### config.mk
export PLATFORM = sky130hd
export DESIGN_NAME = flash_key_guard
export DESIGN_NICKNAME = d
export VERILOG_FILES = /design/src/rtl/flash_key_pkg.sv /design/src/rtl/key_classifier.sv /design/src/rtl/guard_fsm.sv /design/src/rtl/flash_key_guard.sv
export SDC_FILE = /design/constraint.sdc
export NUM_CORES = 1
export LEC_CHECK = 0
export ABC_AREA = 1
export BUFFER_PORTS_ARGS = -buffer_cell sky130_fd_sc_hd__buf_4
export CAP_MARGIN = 30
export CORE_AREA = 2 2 39 41
export DETAILED_ROUTE_END_ITERATION = 8
export DIE_AREA = 0 0 41 43
export GPL_TIMING_DRIVEN = 0
export SETUP_SLACK_MARGIN = 0.15
export SYNTH_ARGS = -nofsm -noshare
export SYNTH_HDL_FRONTEND = slang
export SYNTH_SLANG_ARGS = --single-unit
### constraint.sdc
create_clock -name clk -period 3.6 [get_ports clk]
set_input_delay 0.18 -clock clk [delete_from_list [all_inputs] [get_ports clk]]
set_output_delay 0.18 -clock clk [all_outputs]
set_load 0.05 [all_outputs]
### src/rtl/flash_key_pkg.sv
package flash_key_pkg;
  typedef enum logic [2:0] {
    GS_CLOSED  = 3'd0,
    GS_ARMED   = 3'd1,
    GS_ONE     = 3'd2,
    GS_ONE_BSY = 3'd3,
    GS_MULTI   = 3'd4,
    GS_M_ARMED = 3'd5,
    GS_LOCKOUT = 3'd6
  } guard_state_t;

  typedef enum logic [2:0] {
    KC_ARM    = 3'd0,
    KC_ONE    = 3'd1,
    KC_MULTI  = 3'd2,
    KC_RELOCK = 3'd3,
    KC_BAD    = 3'd4
  } key_class_t;

  function automatic logic is_open(input guard_state_t s);
    return (s == GS_ONE) || (s == GS_ONE_BSY) || (s == GS_MULTI) || (s == GS_M_ARMED);
  endfunction

  function automatic logic can_grant(input guard_state_t s);
    return (s == GS_ONE) || (s == GS_MULTI) || (s == GS_M_ARMED);
  endfunction
endpackage

### src/rtl/key_classifier.sv
module key_classifier #(
  parameter int KEY_W = 8,
  parameter logic [KEY_W-1:0] ARM_VAL    = 8'hA5,
  parameter logic [KEY_W-1:0] ONE_VAL    = 8'hF1,
  parameter logic [KEY_W-1:0] MULTI_VAL  = 8'hF2,
  parameter logic [KEY_W-1:0] RELOCK_VAL = 8'h5A
) (
  input  logic [KEY_W-1:0]         key_byte,
  output flash_key_pkg::key_class_t key_cls
);
  import flash_key_pkg::*;

  function automatic key_class_t classify(input logic [KEY_W-1:0] b);
    if (b == ARM_VAL)         return KC_ARM;
    else if (b == ONE_VAL)    return KC_ONE;
    else if (b == MULTI_VAL)  return KC_MULTI;
    else if (b == RELOCK_VAL) return KC_RELOCK;
    else                      return KC_BAD;
  endfunction

  assign key_cls = classify(key_byte);
endmodule

### src/rtl/guard_fsm.sv
module guard_fsm (
  input  logic                      clk,
  input  logic                      rst_n,
  input  logic                      key_wr,
  input  flash_key_pkg::key_class_t key_cls,
  input  logic                      op_req,
  input  logic                      op_done,
  output logic                      op_grant,
  output logic                      op_enable,
  output logic                      multi_mode,
  output logic                      lockout
);
  import flash_key_pkg::*;

  guard_state_t state_q, state_d;
  logic         violation;

  always_comb begin
    state_d   = state_q;
    violation = 1'b0;
    if (state_q != GS_LOCKOUT) begin
      if (key_wr && op_req) begin
        violation = 1'b1;
      end else if (op_req) begin
        case (state_q)
          GS_ONE:               state_d = GS_ONE_BSY;
          GS_MULTI, GS_M_ARMED: state_d = state_q;
          default:              violation = 1'b1;
        endcase
      end else if (key_wr) begin
        case (state_q)
          GS_CLOSED: if (key_cls == KC_ARM) state_d = GS_ARMED; else violation = 1'b1;
          GS_ARMED: begin
            if (key_cls == KC_ONE)        state_d = GS_ONE;
            else if (key_cls == KC_MULTI) state_d = GS_MULTI;
            else                          violation = 1'b1;
          end
          GS_MULTI:   if (key_cls == KC_ARM)    state_d = GS_M_ARMED; else violation = 1'b1;
          GS_M_ARMED: if (key_cls == KC_RELOCK) state_d = GS_CLOSED;  else violation = 1'b1;
          default:    violation = 1'b1;
        endcase
      end else if (op_done && state_q == GS_ONE_BSY) begin
        state_d = GS_CLOSED;
      end
      if (violation) state_d = GS_LOCKOUT;
    end
  end

  always_ff @(posedge clk) begin
    if (!rst_n) state_q <= GS_CLOSED;
    else        state_q <= state_d;
  end

  assign op_grant   = op_req && !key_wr && can_grant(state_q);
  assign op_enable  = is_open(state_q);
  assign multi_mode = (state_q == GS_MULTI) || (state_q == GS_M_ARMED);
  assign lockout    = (state_q == GS_LOCKOUT);

  // lockout holds until reset
  a_r10_lock_sticky: assert property (@(posedge clk) disable iff (!rst_n)
    lockout |=> lockout);
  // nothing open while locked out
  a_r10_lock_closed: assert property (@(posedge clk) disable iff (!rst_n)
    lockout |-> (!op_enable && !multi_mode && !op_grant));
  // grant only while open
  a_r4_grant_open: assert property (@(posedge clk) disable iff (!rst_n)
    op_grant |-> (op_enable && op_req && !key_wr));
  // request while closed trips lockout
  a_r9_req_closed: assert property (@(posedge clk) disable iff (!rst_n)
    (op_req && !op_enable) |=> lockout);
  // simultaneous key write and request trips lockout
  a_r11_collide: assert property (@(posedge clk) disable iff (!rst_n)
    (op_req && key_wr) |=> lockout);
  // multi mode implies open
  a_r6_multi_open: assert property (@(posedge clk) disable iff (!rst_n)
    multi_mode |-> op_enable);
  // a granted single-shot op keeps the block open and not multi
  a_r5_single_hold: assert property (@(posedge clk) disable iff (!rst_n)
    (op_grant && !multi_mode) |=> (op_enable || lockout));
endmodule

### src/rtl/flash_key_guard.sv
module flash_key_guard #(
  parameter int KEY_W = 8,
  parameter logic [KEY_W-1:0] ARM_VAL    = 8'hA5,
  parameter logic [KEY_W-1:0] ONE_VAL    = 8'hF1,
  parameter logic [KEY_W-1:0] MULTI_VAL  = 8'hF2,
  parameter logic [KEY_W-1:0] RELOCK_VAL = 8'h5A
) (
  input  logic             clk,
  input  logic             rst_n,
  input  logic             key_wr,
  input  logic [KEY_W-1:0] key_data,
  input  logic             op_req,
  input  logic             op_done,
  output logic             op_grant,
  output logic             op_enable,
  output logic             multi_mode,
  output logic             lockout
);
  import flash_key_pkg::*;

  key_class_t key_cls;

  key_classifier #(
    .KEY_W(KEY_W), .ARM_VAL(ARM_VAL), .ONE_VAL(ONE_VAL),
    .MULTI_VAL(MULTI_VAL), .RELOCK_VAL(RELOCK_VAL)
  ) u_cls (
    .key_byte(key_data),
    .key_cls (key_cls)
  );

  guard_fsm u_fsm (
    .clk       (clk),
    .rst_n     (rst_n),
    .key_wr    (key_wr),
    .key_cls   (key_cls),
    .op_req    (op_req),
    .op_done   (op_done),
    .op_grant  (op_grant),
    .op_enable (op_enable),
    .multi_mode(multi_mode),
    .lockout   (lockout)
  );
endmodule

==> impl_metrics.csv, run 1 <==
group,metric,value,unit
cts,ctsHoldBuffers,0,
worst_setup_path,end_kind,"output port",
global_routing,grt_pass1_vias,476,
global_routing,antenna_found_initial,0,
drt,num_vias,546,
sta,setup_tns,0,ns
worst_setup_path,critPathCapture,"op_grant",
synth,synth.net_count,100,
cts,cts.sink_count,3,
sta,setup_viol,0,
cts,htreeDepth,1,
worst_setup_path,crit_family,"flip-flops",
floorplan,start_util,29.93,%
worst_setup_path,cp.depth,7,
cts,post_cts_resized,0,
floorplan,row_count,14,
worst_setup_path,ff2ff_setup_slack,2.33,ns
finish,largest_reg_flops,3,
synth,yosysSeqAreaShare,14.50,%
cts,cts_tree,"built",
worst_setup_path,worst_ep_required_time,3.42,ns
cts,cts.reportedPaths.clkPinSlew,0.04,ns
sta,worstMarginPinSlew,0.1976,ns
floorplan,die_w,41,um
sta,fin_crit_sh,40.48,%
finish,largest-register,"u_fsm.state_q",
synth,synth_area,414.1,um2
worst_setup_path,r2r_end,"u_fsm.state_q[2]",
finish,drive_gt1_share,25.23,%
sta,fmax,0.6862,GHz
place,placedCellCount,119,
cts,numCtsBuffers,3,
global_routing,grt_pass1_wl,1593,um
drt,antenna_left,0,
synth,synth_warnings,0,
worst_setup_path,cp_max_fo,5,
finish,syn_to_final_growth,40.18,%
finish,top_regs,"u_fsm.state_q: 3 flops",
cts,cts-root-buf,"clkbuf_4",
run_status,status,"finished, final reports clean",
worst_setup_path,crit_chain,"inv_2, nor2_4, inv_2, nand2_1, nand2_1, nor2_1, buf_4",
cts,cts_setup_buffers,0,
drt,avgViaCountPerCell,4.439,
synth,synthDistinctLibCells,13,
worst_setup_path,criticalPathCategory,"flip-flop to output port",
synth,synth-seq-cells,3,
power_and_ir_drop,pwr_density_cell,334.9,nW/um2
worst_setup_path,path_buf_inv,3,
hold_path,hold_path.class,"input pin to flip-flop",
drt,wl_per_cell,8.260,um
power_and_ir_drop,p_leak,0.3518,nW
drt,wirelength,1016,um
worst_setup_path,cp-startpoint,"u_fsm.state_q[2]",
finish,antenna_cells,0,
worst_setup_path,cpMaxStageDelayCell,"dfxtp_1",
floorplan,coreArea,1384,um2
worst_setup_path,arrival,1.28,ns
drt,drt_iter0_markers,13,
sta,final.setup_skew,0.0004295,ns
drt,drc,0,
worst_setup_path,rr_startpoint,"u_fsm.state_q[1]",
place,gp_congestion,0.8555,
floorplan,io_pins,17,
finish,layout.cells.non_filler,123,
sta,hold_viol_final,0,
cts,clk_latency,0.23,ns
finish,nets,121,
worst_setup_path,reg2regPathDepth,9,
place,dp_hpwl,863.7,um
worst_setup_path,start_kind,"flip-flop",
place,port-buffer-count,16,
floorplan,die_area,1763,um2
synth,syn_inst,87,
drt,dr.pass1.iters,4,
floorplan,fp.dieH,43,um
sta,max_slew_margin,86.81,%
sta,period_minus_slack,1.457,ns
cts,clockBufferDepth,2,
global_routing,grt.overflow.total,0,
power_and_ir_drop,vdd_drop_max,197.0,uV
run,maxCapViolations,0,
synth,syn_avg_cell_area,4.760,um2
global_routing,grt_max_degree,6,
sta,rsz0062_at_grt,"no",
worst_setup_path,cpPeakStageDelay,0.38,ns
sta,finalMaxSlewViolations,0,
global_routing,grt_usage,13.01,%
routing by layer:
metal	part of all wire [%]	global-route usage, %
met1	42	13.06
met2	53	23.13
met3	5.4	3.141
met4	0	6.000
met5	0	0
worst register-to-register path: cells and delay by family, from the launching register on:
kind / cells / cell delay (ns)
simple gates: 6 / 0.56
flops: 1 / 0.41
buf+inv: 3 / 0.20
synthesized netlist by cell type:
cell	instances	area share (%)
nand2_1	29	26
nor2_1	17	15
inv_1	15	14
nand3_1	7	8.5
inv_2	5	4.5
a21oi_1	3	3.6
dfxtp_1	3	15
nand4_1	3	4.5
nand3_2	1	2.4
nor2_4	1	2.7
o21ai_0	1	1.2
o21ai_1	1	1.2
or2_2	1	1.5
cells in the final DEF, fill, tap and decap left out:
cell	count
clkbuf_4	3
inv_1	15
o21ai_1	1
a21oi_1	3
nand3_2	1
inv_2	5
nor2_4	1
dfxtp_1	3
nand4_1	3
clkbuf_1	1
or2_2	1
nor2_1	17
nand3_1	7
o21ai_0	1
buf_4	16
nand2_1	29
stage by stage:
| stage | setup slack (ns) | instance area (um2) | power, mW | hold slack [ns] | utilization [%] |
|---|---|---|---|---|---|
| global placement | 2.330 | 554.3 | 0.1370 | 0.4514 | 40.05 |
| floorplan | 1.878 | 414.1 | 0.1073 | 0.3218 | - |
| global route | 2.047 | 580.6 | 0.2128 | 0.2398 | 41.95 |
| finish | 2.143 | 580.6 | 0.1944 | 0.2230 | 41.95 |
| detailed placement | 2.325 | 554.3 | 0.1370 | 0.4589 | 40.05 |
| CTS | 2.138 | 580.6 | 0.1974 | 0.2148 | 41.95 |
worst min path at each step:
stage / startpoint / cells past startpoint / endpoint
2_1_floorplan: rst_n / 2 / u_fsm.state_q[0]
3_5_place_dp: rst_n / 3 / u_fsm.state_q[0]
5_1_grt: rst_n / 3 / u_fsm.state_q[0]
3_3_place_gp: rst_n / 3 / u_fsm.state_q[0]
6_report: rst_n / 3 / u_fsm.state_q[0]
4_1_cts: rst_n / 3 / u_fsm.state_q[0]
logic make-up (layout without fill, tap and decap cells):
logic type / Yosys count / after routing / synth area share, %
flip-flops: 3 / 3 / 14.50
buffers and inverters: 20 / 40 / 18.13
AND/OR/NAND/NOR: 59 / 59 / 61.33
AO/OA/AOI/OAI: 5 / 5 / 6.039
area by class of cell:
class,count,area [um2]
fill,154,803.3
tap,16,20.02
sequential,3,60.06
multi-input combinational,64,279.0
inverter,20,75.07
clock buffer,4,26.28
timing repair buffer,16,120.1
report_power, final:
part	switching, mW	total (mW)	leakage, nW	internal (mW)
clock	0.0164	0.0579	0.0150	0.0415
sequential	0.00584	0.0440	0.0250	0.0381
combinational	0.0589	0.0926	0.312	0.0337
Note: power is estimated with default switching activity, not from simulation.
==> run 2: changes to the inputs <==
==> constraint.sdc (replaced) <==
create_clock -name clk -period 1.33 [get_ports clk]
set_input_delay 0.0665 -clock clk [delete_from_list [all_inputs] [get_ports clk]]
set_output_delay 0.0665 -clock clk [all_outputs]
set_load 0.05 [all_outputs]
==> impl_metrics.csv, run 2 (same netlist as run 1, synthesis figures left out) <==
group,metric,value,unit
sta,final.setup_skew,0.0009375,ns
floorplan,start_util,29.93,%
worst_setup_path,cpPeakStageDelay,0.35,ns
floorplan,die_w,41,um
cts,cts-root-buf,"clkbuf_4",
drt,drc,0,
global_routing,grt.overflow.total,0,
drt,dr.pass1.iters,4,
power_and_ir_drop,vdd_drop_max,585.0,uV
power_and_ir_drop,p_leak,0.3794,nW
power_and_ir_drop,pwr_density_cell,885.1,nW/um2
global_routing,grt_usage,14.13,%
worst_setup_path,path_buf_inv,2,
global_routing,grt_pass1_wl,1711,um
place,dp_hpwl,845.9,um
worst_setup_path,end_kind,"output port",
worst_setup_path,rr_startpoint,"u_fsm.state_q[2]",
finish,layout.cells.non_filler,127,
run,maxCapViolations,0,
finish,final_cell_mix,"nand2_1, buf_4, inv_1, nor2_1, nand3_1",
cts,cts_tree,"built",
hold_path,worst_hold_startpoint,"rst_n",
finish,largest_reg_flops,3,
power_and_ir_drop,total_power,0.5969,mW
sta,rsz0062_at_grt,"yes",
cts,clockBufferDepth,2,
floorplan,coreArea,1384,um2
sta,period_minus_slack,1.216,ns
hold_path,hold_path.class,"input pin to flip-flop",
finish,largest-register,"u_fsm.state_q",
sta,setup_viol,0,
sta,max_slew_margin,89.80,%
finish,drive_gt1_share,39.64,%
sta,worstMarginPinSlew,0.1515,ns
floorplan,fp.dieH,43,um
sta,setup_tns,0,ns
worst_setup_path,arrival,1.15,ns
worst_setup_path,cpMaxStageDelayCell,"dfxtp_4",
place,placedCellCount,119,
floorplan,die_area,1763,um2
global_routing,antenna_found_initial,0,
cts,numCtsBuffers,3,
worst_setup_path,criticalPathCategory,"flip-flop to output port",
sta,fin_crit_sh,91.45,%
cts,cts.sink_count,3,
drt,antenna_left,0,
drt,avgViaCountPerCell,4.528,
finish,antenna_cells,0,
global_routing,grt_pass1_vias,497,
worst_setup_path,crit_chain,"inv_4, nor2_4, or2_2, buf_6",
place,gp_congestion,0.8126,
finish,final_common_cell,"nand2_1",
finish,nets,125,
cts,clk_latency,0.23,ns
global_routing,grt_max_degree,6,
worst_setup_path,worst_ep_required_time,1.26,ns
floorplan,io_pins,17,
place,port-buffer-count,16,
drt,num_vias,575,
finish,syn_to_final_growth,62.84,%
cts,htreeDepth,1,
drt,wirelength,1081,um
worst_setup_path,cp_max_fo,4,
drt,drt_iter0_markers,12,
run_status,status,"finished, final reports clean",
sta,hold_viol_final,0,
worst_setup_path,start_kind,"flip-flop",
cts,cts.reportedPaths.clkPinSlew,0.03,ns
finish,top_regs,"u_fsm.state_q: 3 flops",
sta,fmax,0.8222,GHz
sta,finalMaxSlewViolations,0,
drt,wl_per_cell,8.512,um
worst_setup_path,cp-startpoint,"u_fsm.state_q[2]",
worst_setup_path,crit_family,"flip-flops",
floorplan,row_count,14,
[run 2: changes by cell type in the layout (fill, tap and decap cells not counted), sizes merged]
cell  before  now
buf       16   20
[run 2: per-layer routing]
metal / track usage [%] / share of wire [%]
met5: 0 / 0
met4: 8.000 / 0
met3: 3.141 / 5.1
met2: 24.69 / 52
met1: 14.06 / 42
[run 2: layout make-up]
class,count,area (um2)
Tap cell,16,20.02
Sequential cell,3,68.82
Clock buffer,4,26.28
Multi-Input combinational cell,64,317.8
Inverter,20,80.08
Fill cell,154,709.4
Timing Repair Buffer,20,161.4
[run 2: worst paths after layout]
check | endpoint | slack (ns) | depth (start not counted)
min reg2reg | u_fsm.state_q[0] | 0.54 | 2
max reg2reg | u_fsm.state_q[2] | 0.13 | 9
min | u_fsm.state_q[0] | 0.07 | 3
max | op_enable | 0.11 | 4
[run 2: timing repair]
| action | 4_1_cts | 5_1_grt |
|---|---|---|
| buffers inserted | 4 | 0 |
| endpoints found under the setup margin | 5 | 6 |
| pin swaps | 1 | 3 |
| hold buffers | 0 | 0 |
| resized for setup | 12 | 6 |
[run 2: per-stage QoR]
stage	hold slack (ns)	util (%)	cell area, um2	setup slack (ns)
floorplan	0.2083	-	425.4	0.01025
CTS	0.09597	47.20	653.1	0.1039
global route	0.07360	48.73	674.4	0.04521
detailed placement	0.3453	40.87	565.5	0.04559
finish	0.06624	48.73	674.4	0.1137
global placement	0.3370	40.87	565.5	0.05680
[run 2: worst reg2reg max path: stages (launching register included)]
cell     delay, ns
dfxtp_4       0.35
inv_4         0.08
nor2_4        0.04
buf_4         0.13
nand4_1       0.08
nand3_2       0.11
inv_2         0.09
nand4_1       0.11
nand2_1       0.08
inv_1         0.04
[run 2: power breakdown]
part           switching [mW]  total (mW)  internal, mW
combinational           0.183       0.312         0.129
clock                  0.0436       0.156         0.112
sequential             0.0221       0.129         0.107
==> run 3: changes to the inputs <==
--- a/config.mk
+++ b/config.mk
@@ -12,6 +12,7 @@
 export DETAILED_ROUTE_END_ITERATION = 8
 export DIE_AREA = 0 0 41 43
 export GPL_TIMING_DRIVEN = 0
+export REMOVE_ABC_BUFFERS = 1
 export SETUP_SLACK_MARGIN = 0.15
 export SYNTH_ARGS = -nofsm -noshare
 export SYNTH_HDL_FRONTEND = slang
==> impl_metrics.csv, run 3 (same netlist as run 1, synthesis figures left out) <==
group,metric,value,unit
cts,clk_latency,0.23,ns
power_and_ir_drop,p_leak,0.3929,nW
place,port-buffer-count,16,
drt,wirelength,1160,um
finish,top_regs,"u_fsm.state_q: 3 flops",
sta,hold_viol_final,0,
finish,n_fill_cell,135,
drt,drc,0,
floorplan,coreArea,1384,um2
drt,dr.pass1.iters,4,
cts,ctsHoldBuffers,0,
drt,antenna_left,0,
floorplan,die_area,1763,um2
sta,setup_tns,0,ns
global_routing,grt_usage,13.43,%
sta,period_minus_slack,1.269,ns
sta,whs,0.07132,ns
drt,wl_per_cell,8.923,um
finish,largest-register,"u_fsm.state_q",
sta,rsz0062_at_grt,"yes",
place,dp_hpwl,863.7,um
global_routing,grt_pass1_wl,1669,um
worst_setup_path,worst_ep_required_time,1.26,ns
finish,drive_gt1_share,41.23,%
drt,avgViaCountPerCell,4.523,
run_status,status,"finished, final reports clean",
finish,nets,128,
power_and_ir_drop,total_power,0.6306,mW
finish,final_core_util,50.72,%
floorplan,fp.dieH,43,um
sta,setup_viol,0,
finish,final_common_cell,"nand2_1",
worst_setup_path,start_kind,"flip-flop",
run,maxCapViolations,0,
cts,clockBufferDepth,2,
cts,cts-root-buf,"clkbuf_4",
floorplan,start_util,29.93,%
finish,syn_to_final_growth,69.49,%
drt,num_vias,588,
global_routing,antenna_found_initial,0,
drt,drt_iter0_markers,9,
cts,cts.sink_count,3,
worst_setup_path,arrival,1.20,ns
floorplan,row_count,14,
global_routing,grt_max_degree,6,
floorplan,io_pins,17,
finish,final_cell_mix,"nand2_1, buf_4, inv_1, nor2_1, nand3_1",
sta,max_slew_margin,88.48,%
finish,antenna_cells,0,
global_routing,grt_pass1_vias,535,
worst_setup_path,end_kind,"output port",
worst_setup_path,criticalPathCategory,"flip-flop to output port",
cts,cts_tree,"built",
cts,numCtsBuffers,3,
hold_path,hold_path.class,"input pin to flip-flop",
sta,final.setup_skew,0.0005513,ns
power_and_ir_drop,pwr_density_cell,898.5,nW/um2
cts,htreeDepth,1,
floorplan,die_w,41,um
sta,fin_crit_sh,95.45,%
sta,worst_slack,0.06055,ns
sta,fmax,0.7877,GHz
sta,worstMarginPinSlew,0.1710,ns
place,gp_congestion,0.8555,
place,dp_slack,0.05465,ns
power_and_ir_drop,vdd_drop_max,578.2,uV
cts,cts.reportedPaths.clkPinSlew,0.03,ns
worst_setup_path,cp_max_fo,4,
global_routing,grt.overflow.total,0,
finish,largest_reg_flops,3,
sta,finalMaxSlewViolations,0,
run 3: power breakdown:
group	leakage (nW)	internal, mW	total, mW	switching (mW)
logic	0.352	0.155	0.348	0.193
clock network	0.0150	0.112	0.156	0.0435
registers	0.0261	0.106	0.127	0.0206
run 3: repair_timing:
item / 4_1_cts / 5_1_grt
resized for setup: 9 / 15
endpoints found under the setup margin: 5 / 6
buffers inserted: 6 / 1
pin swaps: 5 / 10
run 3: worst max-delay path, stage by stage (launching register included):
cell and delay (ns):
dfxtp_2 0.35, inv_4 0.05, nor2_4 0.12, inv_2 0.05, nand2_2 0.08, nand2_2 0.06, nor2_2 0.09, buf_6 0.16
run 3: layout make-up:
class / instances / area, um2 / area share [%]
multi-input combinational: 64 / 317.8 / 45.28
timing repair buffer: 23 / 191.4 / 27.27
inverter: 20 / 80.08 / 11.41
sequential: 3 / 66.31 / 9.447
clock buffer: 4 / 26.28 / 3.743
tap: 16 / 20.02 / 2.852
run 3: worst paths after layout:
check	cells after the start	from	slack (ns)	to
max	7	u_fsm.state_q[2]	0.06	op_grant
min reg2reg	2	u_fsm.state_q[0]	0.55	u_fsm.state_q[0]
min	3	rst_n	0.07	u_fsm.state_q[0]
max reg2reg	11	u_fsm.state_q[2]	0.12	u_fsm.state_q[2]
run 3: stage by stage:
stage / area (um2) / instances
floorplan: 414.1 / 87
global placement: 554.3 / 119
detailed placement: 554.3 / 119
CTS: 645.6 / 129
global route: 701.9 / 130
finish: 701.9 / 130
run 3: routing by layer:
metal	vias to the layer above	wire length, um	global-route usage, %
met5	-	0	0
met4	0	21	8.000
met3	2	64	2.094
met2	20	617	24.06
met1	249	457	13.10
li1	317	-	-
